<file path="src/rtl/sar_adc_pkg.sv">
// Shared definitions for the SAR ADC sequencer: phase encoding, register
// addresses and control-register bit positions.
package sar_adc_pkg;

    typedef enum logic [2:0] {
        PH_IDLE,
        PH_SWITCH,
        PH_HOLD,
        PH_SAMPLE,
        PH_CONV
    } phase_e;

    localparam logic [2:0] A_CTRL = 3'd0;
    localparam logic [2:0] A_CFG  = 3'd1;
    localparam logic [2:0] A_TIM  = 3'd2;
    localparam logic [2:0] A_RHI  = 3'd3;
    localparam logic [2:0] A_RLO  = 3'd4;

    localparam int CTRL_PWR  = 7;
    localparam int CTRL_GO   = 6;
    localparam int CTRL_FLAG = 5;
    localparam int CTRL_TRIG = 4;
    localparam int CFG_ALIGN = 5;
    localparam int TIM_SW    = 7;

endpackage

</file>
<file path="src/rtl/sar_adc_clkdiv.sv">
// Converter-clock generator. While run is high it emits a one-cycle tick
// every 2*(speed+1) system clocks. The first tick comes that many clocks
// after run rises. The speed value is captured on load, so software may
// rewrite it mid-conversion. Assumes load coincides with the rise of run.
module sar_adc_clkdiv #(
    parameter int SPD_W = 4
) (
    input  logic             clk,
    input  logic             rst_n,
    input  logic             load,
    input  logic             run,
    input  logic [SPD_W-1:0] speed,
    output logic             tick
);
    localparam int CNT_W = SPD_W + 1;

    logic [SPD_W-1:0] spd_q;
    logic [CNT_W-1:0] cnt_q;
    logic [CNT_W-1:0] limit;

    assign limit = {spd_q, 1'b1};
    assign tick  = run && (cnt_q == limit);

    // Capture the prescale setting at conversion start.
    always_ff @(posedge clk) begin
        if (!rst_n)    spd_q <= '0;
        else if (load) spd_q <= speed;
    end

    // Free count while running, wrapping on each tick.
    always_ff @(posedge clk) begin
        if (!rst_n || !run || tick) cnt_q <= '0;
        else                        cnt_q <= cnt_q + 1'b1;
    end
endmodule

</file>
<file path="src/rtl/sar_adc_phase_seq.sv">
// Phase sequencer. It walks switch, hold, sample and bit phases, advancing
// only on converter-clock ticks. Phase lengths are latched at go. It
// reports the bit strobe, the index of the bit being decided and a done
// pulse on the final bit. Abort returns it to idle at once. Assumes
// HLD_W <= SMP_W.
module sar_adc_phase_seq
    import sar_adc_pkg::*;
#(
    parameter int RES_BITS = 12,
    parameter int HLD_W    = 2,
    parameter int SMP_W    = 5,
    localparam int IDX_W   = $clog2(RES_BITS)
) (
    input  logic             clk,
    input  logic             rst_n,
    input  logic             go,
    input  logic             abort,
    input  logic             tick,
    input  logic             sw_long,
    input  logic [HLD_W-1:0] hold_len,
    input  logic [SMP_W-1:0] samp_len,
    output logic             busy,
    output logic             enter_conv,
    output logic             bit_strobe,
    output logic [IDX_W-1:0] bit_idx,
    output logic             done
);
    localparam int CNT_W = (SMP_W > IDX_W) ? SMP_W : IDX_W;

    phase_e           phase_q;
    phase_e           phase_nxt;
    logic [CNT_W-1:0] cnt_q;
    logic [CNT_W-1:0] last_cnt;
    logic             sw_q;
    logic [HLD_W-1:0] hold_q;
    logic [SMP_W-1:0] samp_q;
    logic             phase_end;

    // Latch the phase lengths when a conversion is accepted.
    always_ff @(posedge clk) begin
        if (!rst_n) begin
            sw_q   <= 1'b0;
            hold_q <= '0;
            samp_q <= '0;
        end else if (go) begin
            sw_q   <= sw_long;
            hold_q <= hold_len;
            samp_q <= samp_len;
        end
    end

    // Final count value of the current phase.
    always_comb begin
        case (phase_q)
            PH_SWITCH: last_cnt = CNT_W'(sw_q);
            PH_HOLD:   last_cnt = CNT_W'(hold_q);
            PH_SAMPLE: last_cnt = CNT_W'(samp_q);
            PH_CONV:   last_cnt = CNT_W'(RES_BITS - 1);
            default:   last_cnt = '0;
        endcase
    end

    // Successor phase in the fixed order.
    always_comb begin
        case (phase_q)
            PH_SWITCH: phase_nxt = PH_HOLD;
            PH_HOLD:   phase_nxt = PH_SAMPLE;
            PH_SAMPLE: phase_nxt = PH_CONV;
            default:   phase_nxt = PH_IDLE;
        endcase
    end

    assign phase_end  = tick && (cnt_q == last_cnt);
    assign busy       = (phase_q != PH_IDLE);
    assign enter_conv = phase_end && (phase_q == PH_SAMPLE) && !abort;
    assign bit_strobe = tick && (phase_q == PH_CONV) && !abort;
    assign done       = bit_strobe && (cnt_q == CNT_W'(RES_BITS - 1));
    assign bit_idx    = IDX_W'(RES_BITS - 1) - cnt_q[IDX_W-1:0];

    // Phase and in-phase counter update.
    always_ff @(posedge clk) begin
        if (!rst_n || abort) begin
            phase_q <= PH_IDLE;
            cnt_q   <= '0;
        end else if (go) begin
            phase_q <= PH_SWITCH;
            cnt_q   <= '0;
        end else if (phase_end) begin
            phase_q <= phase_nxt;
            cnt_q   <= '0;
        end else if (tick) begin
            cnt_q   <= cnt_q + 1'b1;
        end
    end
endmodule

</file>
<file path="src/rtl/sar_adc_sar.sv">
// Successive-approximation register. It clears on start and loads the MSB
// trial on entry to the bit phase. On each strobe it writes the comparator
// decision into the bit under test and sets the next lower trial bit. On
// done it copies the final code into the result register.
module sar_adc_sar #(
    parameter int RES_BITS = 12,
    localparam int IDX_W   = $clog2(RES_BITS)
) (
    input  logic                clk,
    input  logic                rst_n,
    input  logic                clear,
    input  logic                load_msb,
    input  logic                strobe,
    input  logic                done,
    input  logic [IDX_W-1:0]    bit_idx,
    input  logic                cmp,
    output logic [RES_BITS-1:0] code,
    output logic [RES_BITS-1:0] result
);
    logic [RES_BITS-1:0] code_nxt;

    // Decide the bit under test and raise the next trial bit.
    always_comb begin
        code_nxt = code;
        for (int i = 0; i < RES_BITS; i++) begin
            if (IDX_W'(i) == bit_idx) code_nxt[i] = cmp;
        end
        for (int i = 0; i < RES_BITS - 1; i++) begin
            if (IDX_W'(i + 1) == bit_idx) code_nxt[i] = 1'b1;
        end
    end

    // Trial code register.
    always_ff @(posedge clk) begin
        if (!rst_n || clear) code <= '0;
        else if (load_msb)   code <= {1'b1, {(RES_BITS-1){1'b0}}};
        else if (strobe)     code <= code_nxt;
    end

    // Result register, written on the final bit decision.
    always_ff @(posedge clk) begin
        if (!rst_n)    result <= '0;
        else if (done) result <= code_nxt;
    end
endmodule

</file>
<file path="src/rtl/sar_adc_regs.sv">
// Register file and start arbitration. It holds the control, config and
// timing bytes and the completion flag. It decides when a software or
// trigger start is accepted and when a write aborts a running conversion.
// It latches the channel for the multiplexer and aligns the result on
// read. Assumes RES_BITS <= 16.
module sar_adc_regs
    import sar_adc_pkg::*;
#(
    parameter int RES_BITS = 12
) (
    input  logic                clk,
    input  logic                rst_n,
    input  logic                wr,
    input  logic [2:0]          addr,
    input  logic [7:0]          wdata,
    output logic [7:0]          rdata,
    input  logic                pwm_trig,
    input  logic                busy,
    input  logic                done,
    input  logic [RES_BITS-1:0] result,
    output logic                go,
    output logic                abort,
    output logic                pwr_on,
    output logic                done_flag,
    output logic [3:0]          ch_lat,
    output logic [3:0]          speed,
    output logic                sw_long,
    output logic [1:0]          hold_len,
    output logic [4:0]          samp_len
);
    localparam int PAD = 16 - RES_BITS;

    logic        trig_en_q;
    logic [3:0]  chan_q;
    logic        align_q;
    logic [7:0]  tim_q;
    logic        ctrl_wr;
    logic        pwr_eff;
    logic [3:0]  chan_eff;
    logic [15:0] res_word;

    assign ctrl_wr  = wr && (addr == A_CTRL);
    assign pwr_eff  = ctrl_wr ? wdata[CTRL_PWR] : pwr_on;
    assign chan_eff = ctrl_wr ? wdata[3:0] : chan_q;
    assign go       = pwr_eff && !busy &&
                      ((ctrl_wr && wdata[CTRL_GO]) || (pwm_trig && trig_en_q));
    assign abort    = busy && ctrl_wr && !wdata[CTRL_PWR];

    assign sw_long  = tim_q[TIM_SW];
    assign hold_len = tim_q[6:5];
    assign samp_len = tim_q[4:0];

    // Control byte: power, trigger enable and channel.
    always_ff @(posedge clk) begin
        if (!rst_n) begin
            pwr_on    <= 1'b0;
            trig_en_q <= 1'b0;
            chan_q    <= '0;
        end else if (ctrl_wr) begin
            pwr_on    <= wdata[CTRL_PWR];
            trig_en_q <= wdata[CTRL_TRIG];
            chan_q    <= wdata[3:0];
        end
    end

    // Completion flag: a hardware set wins over a software clear.
    always_ff @(posedge clk) begin
        if (!rst_n)                           done_flag <= 1'b0;
        else if (done)                        done_flag <= 1'b1;
        else if (ctrl_wr && !wdata[CTRL_FLAG]) done_flag <= 1'b0;
    end

    // Channel presented to the multiplexer, frozen at start.
    always_ff @(posedge clk) begin
        if (!rst_n)  ch_lat <= '0;
        else if (go) ch_lat <= chan_eff;
    end

    // Config byte: alignment and prescale.
    always_ff @(posedge clk) begin
        if (!rst_n) begin
            align_q <= 1'b0;
            speed   <= '0;
        end else if (wr && addr == A_CFG) begin
            align_q <= wdata[CFG_ALIGN];
            speed   <= wdata[3:0];
        end
    end

    // Timing byte: switch, hold and sample lengths.
    always_ff @(posedge clk) begin
        if (!rst_n)                     tim_q <= '0;
        else if (wr && addr == A_TIM)   tim_q <= wdata;
    end

    assign res_word = align_q ? 16'(result) : (16'(result) << PAD);

    // Read multiplexer.
    always_comb begin
        case (addr)
            A_CTRL:  rdata = {pwr_on, busy, done_flag, trig_en_q, chan_q};
            A_CFG:   rdata = {2'b00, align_q, 1'b0, speed};
            A_TIM:   rdata = tim_q;
            A_RHI:   rdata = res_word[15:8];
            A_RLO:   rdata = res_word[7:0];
            default: rdata = 8'h00;
        endcase
    end
endmodule

</file>
<file path="src/rtl/sar_adc_seq.sv">
// Top level of the SAR ADC sequencer. It wires the register file, the
// converter-clock divider, the phase sequencer and the SAR register
// together. The comparator is a synchronous digital input, sampled on the
// tick that ends each bit. REF_CODE is the channel code of the internal
// reference.
module sar_adc_seq #(
    parameter int          RES_BITS = 12,
    parameter logic [3:0]  REF_CODE = 4'hF,
    localparam int         IDX_W    = $clog2(RES_BITS)
) (
    input  logic                clk,
    input  logic                rst_n,
    input  logic                reg_wr,
    input  logic [2:0]          reg_addr,
    input  logic [7:0]          reg_wdata,
    output logic [7:0]          reg_rdata,
    input  logic                pwm_trig,
    input  logic                cmp_in,
    output logic [3:0]          ch_sel,
    output logic                ref_sel,
    output logic [RES_BITS-1:0] sar_code,
    output logic                cmp_strobe
);
    logic                go;
    logic                abort;
    logic                busy;
    logic                pwr_on;
    logic                done_flag;
    logic                conv_done;
    logic                tick;
    logic                enter_conv;
    logic [IDX_W-1:0]    bit_idx;
    logic [3:0]          speed;
    logic                sw_long;
    logic [1:0]          hold_len;
    logic [4:0]          samp_len;
    logic [RES_BITS-1:0] result;

    sar_adc_regs #(.RES_BITS(RES_BITS)) u_regs (
        .clk       (clk),
        .rst_n     (rst_n),
        .wr        (reg_wr),
        .addr      (reg_addr),
        .wdata     (reg_wdata),
        .rdata     (reg_rdata),
        .pwm_trig  (pwm_trig),
        .busy      (busy),
        .done      (conv_done),
        .result    (result),
        .go        (go),
        .abort     (abort),
        .pwr_on    (pwr_on),
        .done_flag (done_flag),
        .ch_lat    (ch_sel),
        .speed     (speed),
        .sw_long   (sw_long),
        .hold_len  (hold_len),
        .samp_len  (samp_len)
    );

    sar_adc_clkdiv #(.SPD_W(4)) u_div (
        .clk   (clk),
        .rst_n (rst_n),
        .load  (go),
        .run   (busy),
        .speed (speed),
        .tick  (tick)
    );

    sar_adc_phase_seq #(.RES_BITS(RES_BITS), .HLD_W(2), .SMP_W(5)) u_seq (
        .clk        (clk),
        .rst_n      (rst_n),
        .go         (go),
        .abort      (abort),
        .tick       (tick),
        .sw_long    (sw_long),
        .hold_len   (hold_len),
        .samp_len   (samp_len),
        .busy       (busy),
        .enter_conv (enter_conv),
        .bit_strobe (cmp_strobe),
        .bit_idx    (bit_idx),
        .done       (conv_done)
    );

    sar_adc_sar #(.RES_BITS(RES_BITS)) u_sar (
        .clk      (clk),
        .rst_n    (rst_n),
        .clear    (go),
        .load_msb (enter_conv),
        .strobe   (cmp_strobe),
        .done     (conv_done),
        .bit_idx  (bit_idx),
        .cmp      (cmp_in),
        .code     (sar_code),
        .result   (result)
    );

    assign ref_sel = (ch_sel == REF_CODE);
endmodule

</file>
<file path="config.mk">
export PLATFORM = sky130hd
export DESIGN_NAME = sar_adc_seq
export DESIGN_NICKNAME = d
export VERILOG_FILES = /design/src/rtl/sar_adc_pkg.sv /design/src/rtl/sar_adc_clkdiv.sv /design/src/rtl/sar_adc_phase_seq.sv /design/src/rtl/sar_adc_sar.sv /design/src/rtl/sar_adc_regs.sv /design/src/rtl/sar_adc_seq.sv
export SDC_FILE = /design/constraint.sdc
export NUM_CORES = 1
export LEC_CHECK = 0
export ABC_AREA = 1
export BUFFER_PORTS_ARGS = -buffer_cell sky130_fd_sc_hd__buf_2
export CAP_MARGIN = 20
export CORE_MARGIN = 5
export CORE_UTILIZATION = 50
export DETAILED_ROUTE_END_ITERATION = 12
export PLACE_DENSITY = 0.81
export SKIP_CTS_REPAIR_TIMING = 1
export SYNTH_ARGS = -nofsm -noshare
export SYNTH_HDL_FRONTEND = slang
export SYNTH_HIERARCHICAL = 1
export SYNTH_SLANG_ARGS = --single-unit
</file>
<file path="constraint.sdc">
create_clock -name clk -period 2.4 [get_ports clk]
set_input_delay 0.12 -clock clk [delete_from_list [all_inputs] [get_ports clk]]
set_output_delay 0.12 -clock clk [all_outputs]
set_load 0.05 [all_outputs]
</file>
# ---- Word level (Yosys, flattened, before mapping)
# Index checks and enable logic that the tools add are counted.
# Widths: inputs -> output; s select.
dict set report word_totals {
  ff_bits 73
  inputBits 16
}
dict set report op_classes {
  n_addsub 3
  eq_ne 23
  muxes 35
  n_reduce_logical 36
}
# cell count
set op_table {}
lappend op_table {{$pmux 8 s5} 1}
lappend op_table {{$mux 1} 28}
lappend op_table {{$mux 12} 2}
lappend op_table {{$pmux 5 s4} 1}
lappend op_table {{$logic_and 1x1->1} 17}
lappend op_table {{$eq 3x4->1 const A} 4}
lappend op_table {{$eq 4x4->1 const A} 4}
lappend op_table {{$mux 16} 1}
lappend op_table {{$eq 3x2->1 const B} 4}
lappend op_table {{$add 5x1->5 const B} 2}
lappend op_table {{$eq 5x5->1} 2}
lappend op_table {{$pmux 3 s3} 1}
lappend op_table {{$eq 2x4->1 const A} 2}
lappend op_table {{$eq 3x1->1 const B} 2}
lappend op_table {{$eq 3x3->1 const B} 2}
lappend op_table {{$reduce_bool 2->1} 3}
lappend op_table {{$eq 5x4->1 const B} 1}
lappend op_table {{$logic_not 1->1} 5}
lappend op_table {{$logic_or 1x1->1} 5}
lappend op_table {{$eq 1x4->1 const A} 1}
lappend op_table {{$eq 4x4->1 const B} 1}
lappend op_table {{$logic_not 4->1} 1}
lappend op_table {{$mux 4} 1}
lappend op_table {{$reduce_or 2->1} 2}
lappend op_table {{other kinds (4)} 4}

# ---- Longest topological paths before layout
# Gate-level depths: netlist of the first run.
dict set report logic_depth {
  word_depth 8
  mapped_depth 16
  depth_no_buf 14
}

# ---- Modules after synthesis
# The synthesis of the first run kept the hierarchy.
# mod seq_area_each_um2 n_inst area_each_um2 cells_each
set by_module_without_submodules {}
lappend by_module_without_submodules {sar_adc_regs 480.5 1 1292.5 195}
lappend by_module_without_submodules {sar_adc_sar 480.5 1 1224.9 194}
lappend by_module_without_submodules {sar_adc_phase_seq 320.3 1 915.9 130}
lappend by_module_without_submodules {sar_adc_clkdiv 180.2 1 407.9 57}
lappend by_module_without_submodules {sar_adc_seq 0.0 1 11.3 3}

# ---- Least setup slack after synthesis of the first run
# No wires, ideal clock.
dict set report synth_path {
  kind {register -> register}
  startpoint {register u_seq.phase_q[2]}
  endpoint {register u_sar.code[11]}
  period_less_slack_ns 3.064
  path_stages_with_launch 13
  setup_ns 0.118
  slack_ns -0.664
  arrival_ns 2.945
  t_required_ns 2.282
  cell_sequence {dfxtp_1 > inv_2 > nand2_1 > nand2_1 > nor2_1 > nand3_2 > inv_1 > inv_1 > nor3_1 > buf_2 > inv_1 > a21oi_1 > a21oi_1}
}
dict set report synth_via {
  word_cells_on_any_way 22
  cone_classes {eq/ne: 5; mux: 2; reduce/logical: 15}
}
# item line
set synth_rtl {}
lappend synth_rtl {{start: declaration} sar_adc_phase_seq.sv:30} ;# phase_e phase_q;
lappend synth_rtl {{start signal: assignment} sar_adc_phase_seq.sv:89} ;# phase_q <= phase_nxt;
lappend synth_rtl {{$reduce_bool 3->1} sar_adc_phase_seq.sv:74} ;# assign busy = (phase_q != PH_IDLE);
lappend synth_rtl {{net busy} sar_adc_seq.sv:26} ;# logic busy;
lappend synth_rtl {{$logic_and 1x1->1} sar_adc_clkdiv.sv:22} ;# assign tick = run && (cnt_q == limit);
lappend synth_rtl {{net tick} sar_adc_seq.sv:30} ;# logic tick;
lappend synth_rtl {{$logic_and 1x1->1 (2 in series)} sar_adc_phase_seq.sv:76} ;# assign bit_strobe = tick && (phase_q == PH_CONV) && !abort;
lappend synth_rtl {{net cmp_strobe} sar_adc_seq.sv:22} ;# output logic cmp_strobe
lappend synth_rtl {{$reduce_bool 2->1 (no source line)} -}
lappend synth_rtl {{end signal: assignment} sar_adc_sar.sv:36} ;# else if (load_msb) code <= {1'b1, {(RES_BITS-1){1'b0}}};
lappend synth_rtl {{end signal: assignment} sar_adc_sar.sv:37} ;# else if (strobe) code <= code_nxt;
lappend synth_rtl {{end: declaration} sar_adc_sar.sv:17} ;# output logic [RES_BITS-1:0] code,
# The timed path passes the listed nets, and every way through them passes these cells.
# A chain may end at the register's enable or synchronous reset.

# ---- Worst setup path in the final report of the first run
dict set report layout_path {
  startpoint {register u_seq.phase_q[2]}
  endpoint {output cmp_strobe}
}
dict set report layout_via {
  word_cells_on_any_way 8
  cone_classes {eq/ne: 1; reduce/logical: 7}
}
# item line
set layout_rtl {}
lappend layout_rtl {{$reduce_bool 3->1} sar_adc_phase_seq.sv:74}
lappend layout_rtl {{net busy} sar_adc_seq.sv:26}
lappend layout_rtl {{$logic_and 1x1->1} sar_adc_clkdiv.sv:22}
lappend layout_rtl {{net tick} sar_adc_seq.sv:30}
lappend layout_rtl {{$logic_and 1x1->1 (2 in series)} sar_adc_phase_seq.sv:76}
lappend layout_rtl {{end: declaration} sar_adc_seq.sv:22}
# The timed path passes the listed nets, and every way through them passes these cells.

==> results of run 1 <==
## cell type report
| type | instances | area [um^2] |
|---|---|---|
| Sequential cell | 73 | 1460 |
| Timing Repair Buffer | 52 | 304 |
| Fill cell | 707 | 3220 |
| Multi-Input combinational cell | 416 | 2030 |
| Clock buffer | 11 | 141 |
| Inverter | 74 | 283 |
| Tap cell | 102 | 128 |
| Clock inverter | 5 | 38.8 |
## layer usage
metal / share of wire / wire [um]
met5: 0 / 0
met4: 0.014 / 135
met3: 0.056 / 537
met2: 0.50 / 4790
met1: 0.43 / 4090
## cells in the final DEF (no fill, tap or decap), drive strengths merged, types with 11 or more instances in the layout
cell,instances
nand4,20
nand2,131
a21oi,17
o21ai,48
inv,74
dfxtp,73
nand3,49
buf,52
nor2,124
clkbuf,11
## power by group through the flow
stage / clock [mW] / sequential (mW) / combinational (mW)
2_1_floorplan: 0 / 1.26 / 0.0872
3_5_place_dp: 0 / 1.26 / 0.130
4_1_cts: 0.914 / 1.23 / 0.131
5_1_grt: 0.971 / 1.24 / 0.146
3_3_place_gp: 0 / 1.26 / 0.128
6_report: 0.884 / 1.23 / 0.134
## kinds of logic after synthesis
family,Yosys count,share of synthesized area
simple gates,332,0.387
buf+inv,90,0.0997
compound gates,74,0.107
flops,73,0.379
xor+xnor,6,0.0136
fa+ha+maj,4,0.0130
## Yosys cell counts
cell       number
nand2_1       127
nor2_1        113
dfxtp_1        73
inv_1          66
nand3_1        45
o21ai_0        41
nand4_1        19
a21oi_1        17
inv_2           6
nor2_2          6
buf_2           5
nor2_4          5
o21ai_2         5
xor2_1          5
clkbuf_1        4
ha_1            4
nand3_2         4
o211ai_1        4
buf_4           3
buf_6           3
o2111ai_1       3
nand2_2         2
nand2_4         2
nor3_1          2
o21ai_1         2
o22ai_1         2
and2_1          1
clkbuf_2        1
clkinv_1        1
clkinv_4        1
nand3b_1        1
nand4_2         1
nor3_4          1
nor3b_2         1
nor4_1          1
or2_1           1
xnor2_1         1
## critical path, cell delays in order (launching register included)
cell and delay [ps]:
dfxtp_2 410, inv_2 80, nand2_1 100, nand2_1 60
nor2_1 130, nand3_2 100, inv_1 150, inv_1 150
nor3_4 250, buf_2 310
## flip-flops by register name, indices dropped and copies added (netlist names)
register          flops
u_regs/speed          4
u_regs/ch_lat         4
u_seq/samp_q          5
u_div/cnt_q           5
u_regs/done_flag      1
u_seq/phase_q         3
u_regs/chan_q         4
u_sar/code           12
u_sar/result         12
u_seq/hold_q          2
u_seq/cnt_q           5
u_regs/pwr_on         1
u_seq/sw_q            1
u_div/spd_q           4
u_regs/align_q        1
u_regs/trig_en_q      1
u_regs/tim_q          8
## path summary, 6_finish.rpt
| path | start | endpoint | slack (ps) | cells past startpoint |
|---|---|---|---|---|
| worst max-delay path | u_seq/phase_q[2] | cmp_strobe | 220 | 9 |
| worst min-delay path | reg_wdata[3] | u_regs/chan_q[3] | 60 | 3 |
| worst max register to register | u_seq/phase_q[2] | u_sar/result[3] | 290 | 12 |
| worst min register to register | u_div/cnt_q[0] | u_div/cnt_q[0] | 470 | 1 |
## through the flow
step / setup WS, ps / total power, mW / util / instance area [um^2] / hold WS, ps
2_1_floorplan: 71.3 / 1.35 / - / 3860 / 256
3_3_place_gp: 188 / 1.39 / 0.550 / 4180 / 395
3_5_place_dp: 93.4 / 1.39 / 0.550 / 4180 / 412
4_1_cts: -93.5 / 2.28 / 0.573 / 4360 / 44.2
5_1_grt: 28.4 / 2.35 / 0.576 / 4380 / 42.2
6_report: 216 / 2.25 / 0.576 / 4380 / 58.7
==> flow_metrics.py, run 1 <==
metrics = {
    "power_and_ir_drop": {
        "leakagePower_nw": 1.98,
        "p_per_area_nw_per_um2": 514,
        "seqPwrFrac": 0.548,
        "p_clk_frac": 0.392,
        "p_switching_mw": 0.577,
        "peakVddDrop_mv": 0.263,
        "p_sw_frac": 0.256,
        "internal_power_mw": 1.67,
        "combinationalPowerShare": 0.059,
    },
    "logic_synthesis": {
        "yosys.area.top_type": "dfxtp_1",
        "netlist_area_um2": 3850,
        "synth_seq_cells": 73,
        "synth_fp_nets": 599,
        "synthCells": 579,
        "synth_top_area_frac": 0.379,
        "synth.distinct_cells": 37,
        "yosysSeqAreaShare": 0.379,
        "synthTopCellsByArea": "dfxtp_1 38%, nand2_1 12%, nor2_1 11%",
        "yosys_warnings": 6,
        "postSynthAreaPerCell_um2": 6.65,
    },
    "routing": {
        "drc": 0,
        "wl_per_cell_um": 13.0,
        "drt-initial-drc-count": 339,
        "post_drt_via_cell_ratio": 5.29,
        "drtPass1Iterations": 5,
        "num_vias": 3881,
        "drt-total-wl_mm": 9.56,
        "postRouteAntennaNets": 0,
    },
    "worst_hold_path": {
        "hp-class": "in -> reg",
    },
    "clock_network": {
        "cts_tree": "yes",
        "cts_inserted_buffers": 9,
        "cts_root_buf": "clkbuf_8",
        "clkTransAtPathRegs_ps": 80,
        "clk_path_buf_depth": 2,
        "htreeDepth": 3,
        "clk_latency_ps": 350,
        "clkSinkCount": 73,
    },
    "sta": {
        "skew_ps": 12.8,
        "finalMaxSlewViolations": 0,
        "fmax_mhz": 458,
        "rsz0062_at_grt": "no",
        "setup_viol": 0,
        "setup-tns-final_ps": 0,
        "hold_viol_final": 0,
        "worst_pin_slew_ps": 501,
        "worst_slew_margin_rel": 0.664,
        "period_minus_slack_ps": 2180,
        "timing.final.crit_share": 0.910,
    },
    "global_route": {
        "grt_max_degree": 28,
        "use_met2": 0.353,
        "overflow": 0,
        "grt_usage": 0.200,
        "antenna_found_initial": 0,
        "grt_pass1_vias": 3593,
        "gr-usage-met3": 0.0336,
        "grt_pass1_wl_mm": 15.9,
        "top_usage_layer": "met2",
        "use_met1": 0.245,
    },
    "placed_design": {
        "dpl.cell_count": 715,
        "dp_hpwl_mm": 7.23,
        "gp_congestion": 0.935,
        "portBuffers": 41,
    },
    "floorplanning": {
        "die_y_um": 97.8,
        "rows": 32,
        "die_w_um": 97.8,
        "initial_core_util": 0.506,
        "io_pins": 42,
        "die_area_um2": 9560,
        "coreArea_um2": 7610,
    },
    "final_layout": {
        "drive_above_1_share": 0.166,
        "fin_nets": 646,
        "antenna_cells": 0,
        "stdcell_count": 733,
        "areaGrowthSynthToFinish_pct": 13.8,
    },
    "setup_path": {
        "cp-start-kind": "flop",
        "endpoint_kind": "output pin",
        "worstSetupPathType": "reg -> out",
        "crit_fanout": 6,
        "cp.arrival_ps": 2060,
        "cp_data_required_time_ps": 2280,
    },
    "status": {
        "status": "completed",
    },
    "flow_run": {
        "maxCapViolCount": 0,
    },
}
Power figures use the tool's default switching activity.
==> inputs of run 2 (changes only) <==
Settings changed: CAP_MARGIN 20 to default, GPL_ROUTABILITY_DRIVEN from default to 0, PLACE_DENSITY 0.81 to default, PLACE_DENSITY_LB_ADDON from default to 0.3.
==> run 2 against run 1 <==
Net effect:
- clock-buffer cell count unchanged
- routed wire length decreased by 1.7%
- final cell count unchanged
- largest power group unchanged
- maximum frequency decreased by 2.3%
- sequential power about the same
==> flow_metrics.py, run 2 (synthesized netlist as in run 1, its figures left out) <==
metrics = {
    "sta": {
        "whs_ps": 62.6,
        "finalMaxSlewViolations": 0,
        "rsz0062_at_grt": "no",
        "setup_viol": 0,
        "setup-tns-final_ps": 0,
        "worst_pin_slew_ps": 531,
        "hold_viol_final": 0,
        "fin_ws_ps": 165,
        "skew_ps": 10.2,
        "period_minus_slack_ps": 2230,
        "fmax_mhz": 447,
        "worst_slew_margin_rel": 0.645,
        "timing.final.crit_share": 0.931,
    },
    "clock_network": {
        "cts_tree": "yes",
        "clk_latency_ps": 350,
        "cts_root_buf": "clkbuf_8",
        "clk_path_buf_depth": 2,
        "cts_inserted_buffers": 9,
        "clkSinkCount": 73,
        "clkTransAtPathRegs_ps": 90,
        "htreeDepth": 3,
    },
    "power_and_ir_drop": {
        "leakagePower_nw": 1.99,
        "p_total_mw": 2.39,
        "peakVddDrop_mv": 0.353,
        "p_per_area_nw_per_um2": 542,
    },
    "global_route": {
        "overflow": 0,
        "grt_pass1_vias": 3440,
        "grt_max_degree": 23,
        "antenna_found_initial": 0,
        "grt_pass1_wl_mm": 15.8,
        "grt_usage": 0.199,
    },
    "final_layout": {
        "stdcell_count": 733,
        "final_area_um2": 4420,
        "antenna_cells": 0,
        "areaGrowthSynthToFinish_pct": 14.6,
        "fin_util": 0.581,
        "fin_nets": 646,
        "drive_above_1_share": 0.168,
        "final_cell_mix": "127 x nand2_1, 113 x nor2_1, 72 x dfxtp_1",
        "final_common_cell": "nand2_1",
        "top_regs": "u_sar/code x12, u_sar/result x12, u_regs/tim_q x8",
    },
    "floorplanning": {
        "initial_core_util": 0.506,
        "rows": 32,
        "coreArea_um2": 7610,
        "die_w_um": 97.8,
        "die_y_um": 97.8,
        "die_area_um2": 9560,
        "io_pins": 42,
    },
    "status": {
        "status": "completed",
    },
    "placed_design": {
        "dpl.cell_count": 715,
        "pre_cts_slack_ps": 67.4,
        "place_area_um2": 4180,
        "portBuffers": 41,
        "dp_hpwl_mm": 7.03,
    },
    "setup_path": {
        "cp.arrival_ps": 2110,
        "crit_fanout": 6,
        "r2r-end": "u_sar/code[7]",
        "endpoint_kind": "output pin",
        "cp-start-kind": "flop",
        "reg2reg_from": "u_seq/phase_q[2]",
        "worstSetupPathType": "reg -> out",
        "rr_worst_depth": 14,
        "cp_data_required_time_ps": 2280,
        "reg2reg_setup_slack_ps": 270,
    },
    "routing": {
        "drc": 0,
        "postRouteAntennaNets": 0,
        "drtPass1Iterations": 5,
        "num_vias": 3777,
        "drt-total-wl_mm": 9.39,
        "post_drt_via_cell_ratio": 5.15,
        "drt-initial-drc-count": 248,
        "wl_per_cell_um": 12.8,
    },
    "worst_hold_path": {
        "hold_path_end": "u_regs/chan_q[3]",
        "whs_path_depth": 3,
        "hp-class": "in -> reg",
        "min_from": "reg_wdata[3]",
    },
    "flow_run": {
        "maxCapViolCount": 0,
    },
}
==> run 2: cell count changes in the layout (fill, tap and decap cells not counted) <==
cell	change
buf_2	-1
buf_4	+1
buf_6	-1
bufinv_16	+1
clkbuf_1	-1
clkbuf_4	+1
clkbuf_8	+1
clkinv_2	-1
clkinvlp_4	+1
inv_6	-1
==> run 2: worst max-delay path, stage by stage, from the launching register on <==
cell	delay (ps)
dfxtp_2	400
inv_2	80
nand2_1	90
nand2_1	60
nor2_1	140
nand3_2	120
inv_1	150
inv_1	140
nor3_4	290
clkbuf_4	300
==> run 2: how the worst max path moves through the flow <==
stage                           startpoint        endpoint  slack, ps  cells after the start
after detailed placement  u_seq/phase_q[2]   u_sar/code[7]         70                     14
after CTS                 u_seq/phase_q[2]      cmp_strobe        -90                      9
after global placement    u_seq/phase_q[2]   u_sar/code[5]        190                     14
after global routing      u_seq/phase_q[2]      cmp_strobe         10                      9
after floorplan           u_seq/phase_q[2]  u_sar/code[11]         70                     12
final                     u_seq/phase_q[2]      cmp_strobe        170                      9
==> run 2: metal layers <==
layer / wire, um / GRT usage / up-vias
li1: - / - / 1941
met1: 4170 / 0.255 / 1705
met2: 4510 / 0.328 / 120
met3: 599 / 0.0550 / 11
met4: 113 / 0.0628 / 0
met5: 0 / 0 / -
==> run 2: final cells by class <==
type | instances | area, um^2
inverter | 74 | 283
multi-input combinational | 416 | 2030
clock buffer | 11 | 151
fill | 736 | 3190
clock inverter | 5 | 62.6
timing repair buffer | 52 | 303
sequential | 73 | 1460
tap | 102 | 128
==> run 2: report_power, final <==
| part | switching, mW | internal [mW] | total [mW] |
|---|---|---|---|
| Combinational | 0.0937 | 0.0395 | 0.133 |
| Sequential | 0.00962 | 1.22 | 1.23 |
| Clock | 0.486 | 0.542 | 1.03 |
==> inputs of run 3 (changes only) <==
Settings changed: PLACE_DENSITY from default to 0.75, PLACE_DENSITY_LB_ADDON 0.3 to default.
Clock period 2.4 ns to 2.2 ns, I/O delays scaled along.
==> run 3 against run 2 <==
Net effect:
- final area is 0.42% higher
- global-route usage is 0.16 points higher
- critical path depth stayed put
- register-to-register slack worse by 50 ps
- final cell count is 0.14% higher
- flip-flop and latch count stayed put
- clock skew is 1.2 ps lower
- setup slack better by 18 ps
- combinational power is 11% higher
- routed wire length is 0.98% higher
- clock-buffer cell count is 1 lower
==> flow_metrics.py, run 3 (synthesized netlist as in run 1, its figures left out) <==
metrics = {
    "power_and_ir_drop": {
        "p_total_mw": 2.64,
        "leakagePower_nw": 2.00,
        "peakVddDrop_mv": 0.264,
        "p_per_area_nw_per_um2": 594,
    },
    "sta": {
        "timing.final.crit_share": 0.917,
        "finalMaxSlewViolations": 0,
        "worst_slew_margin_rel": 0.623,
        "hold_viol_final": 0,
        "fin_ws_ps": 183,
        "setup_viol": 0,
        "fmax_mhz": 496,
        "skew_ps": 9.01,
        "rsz0062_at_grt": "no",
        "worst_pin_slew_ps": 563,
        "period_minus_slack_ps": 2020,
    },
    "floorplanning": {
        "die_w_um": 97.8,
        "io_pins": 42,
        "die_y_um": 97.8,
        "initial_core_util": 0.506,
        "die_area_um2": 9560,
        "coreArea_um2": 7610,
        "rows": 32,
    },
    "final_layout": {
        "final_common_cell": "nand2_1",
        "areaGrowthSynthToFinish_pct": 15.1,
        "stdcell_count": 734,
        "antenna_cells": 0,
        "fin_nets": 648,
        "final_cell_mix": "127 x nand2_1, 112 x nor2_1, 73 x dfxtp_1",
        "top_regs": "u_sar/code x12, u_sar/result x12, u_regs/tim_q x8",
        "drive_above_1_share": 0.172,
    },
    "clock_network": {
        "clkTransAtPathRegs_ps": 70,
        "clkSinkCount": 73,
        "cts_root_buf": "clkbuf_8",
        "htreeDepth": 3,
        "clk_path_buf_depth": 2,
        "clk_latency_ps": 340,
        "cts_inserted_buffers": 9,
        "cts_tree": "yes",
    },
    "setup_path": {
        "worstSetupPathType": "reg -> out",
        "rr_worst_depth": 12,
        "r2r-end": "u_sar/result[7]",
        "endpoint_kind": "output pin",
        "reg2reg_setup_slack_ps": 220,
        "cp_data_required_time_ps": 2090,
        "cp-start-kind": "flop",
        "cp.arrival_ps": 1910,
        "crit_fanout": 6,
        "reg2reg_from": "u_seq/phase_q[2]",
    },
    "placed_design": {
        "pre_cts_slack_ps": 56.2,
        "portBuffers": 41,
        "dpl.cell_count": 717,
        "dp_hpwl_mm": 7.11,
    },
    "routing": {
        "drtPass1Iterations": 5,
        "drt-initial-drc-count": 173,
        "post_drt_via_cell_ratio": 5.13,
        "drc": 0,
        "num_vias": 3768,
        "postRouteAntennaNets": 0,
        "wl_per_cell_um": 12.9,
        "drt-total-wl_mm": 9.48,
    },
    "worst_hold_path": {
        "hp-class": "in -> reg",
        "min_from": "reg_wdata[7]",
        "hold_path_end": "u_regs/tim_q[7]",
        "whs_path_depth": 3,
    },
    "global_route": {
        "grt_pass1_vias": 3415,
        "antenna_found_initial": 0,
        "grt_max_degree": 30,
        "grt_usage": 0.201,
        "grt_pass1_wl_mm": 15.7,
        "overflow": 0,
    },
    "flow_run": {
        "maxCapViolCount": 0,
    },
    "status": {
        "status": "completed",
    },
}
run 3: metrics by stage:
stage | util | hold WS (ps) | setup TNS [ps] | instance area (um^2)
floorplan | - | 246 | -29.6 | 3870
finish | 0.583 | 63.1 | 0 | 4440
global placement | 0.550 | 409 | 0 | 4180
CTS | 0.579 | 53.6 | 0 | 4400
detailed placement | 0.550 | 402 | 0 | 4180
global route | 0.583 | 62.6 | 0 | 4440
run 3: area by class of cell:
| cell class | count | area (um^2) |
|---|---|---|
| fill | 742 | 3170 |
| multi-input combinational | 416 | 2030 |
| tap | 102 | 128 |
| timing repair buffer | 54 | 313 |
| clock inverter | 5 | 80.1 |
| sequential | 73 | 1460 |
| clock buffer | 10 | 138 |
| inverter | 74 | 287 |
run 3: layer usage:
layer | vias up | GRT usage | part of all wire
met3 | 17 | 0.0400 | 0.071
met1 | 1674 | 0.259 | 0.45
li1 | 1946 | - | -
met2 | 131 | 0.330 | 0.46
met5 | - | 0 | 0
met4 | 0 | 0.0831 | 0.020
run 3: worst max-delay path by stage:
stage	end	start	slack [ps]	cells past startpoint
after CTS	u_sar/code[9]	u_seq/phase_q[2]	40	14
after detailed placement	u_sar/code[10]	u_seq/phase_q[2]	60	14
after global placement	u_sar/code[9]	u_seq/phase_q[2]	160	14
after floorplan	u_sar/code[11]	u_seq/phase_q[2]	-30	12
final	cmp_strobe	u_seq/phase_q[2]	180	9
after global routing	u_sar/code[9]	u_seq/phase_q[2]	0.6	14
run 3: critical path, stage by stage, from the launching register on:
cell and delay, ps:
dfxtp_1 340, inv_2 70, nand2_1 90, nand2_1 60, nor2_1 130, nand3_2 120
inv_2 110, inv_1 120, nor3_4 320, buf_6 210
run 3: where the power goes:
part           leakage [nW]  internal, mW  total, mW  switching (mW)
logic                  1.31        0.0433      0.148           0.104
clock network         0.104         0.661       1.14           0.480
registers             0.589          1.34       1.35          0.0119
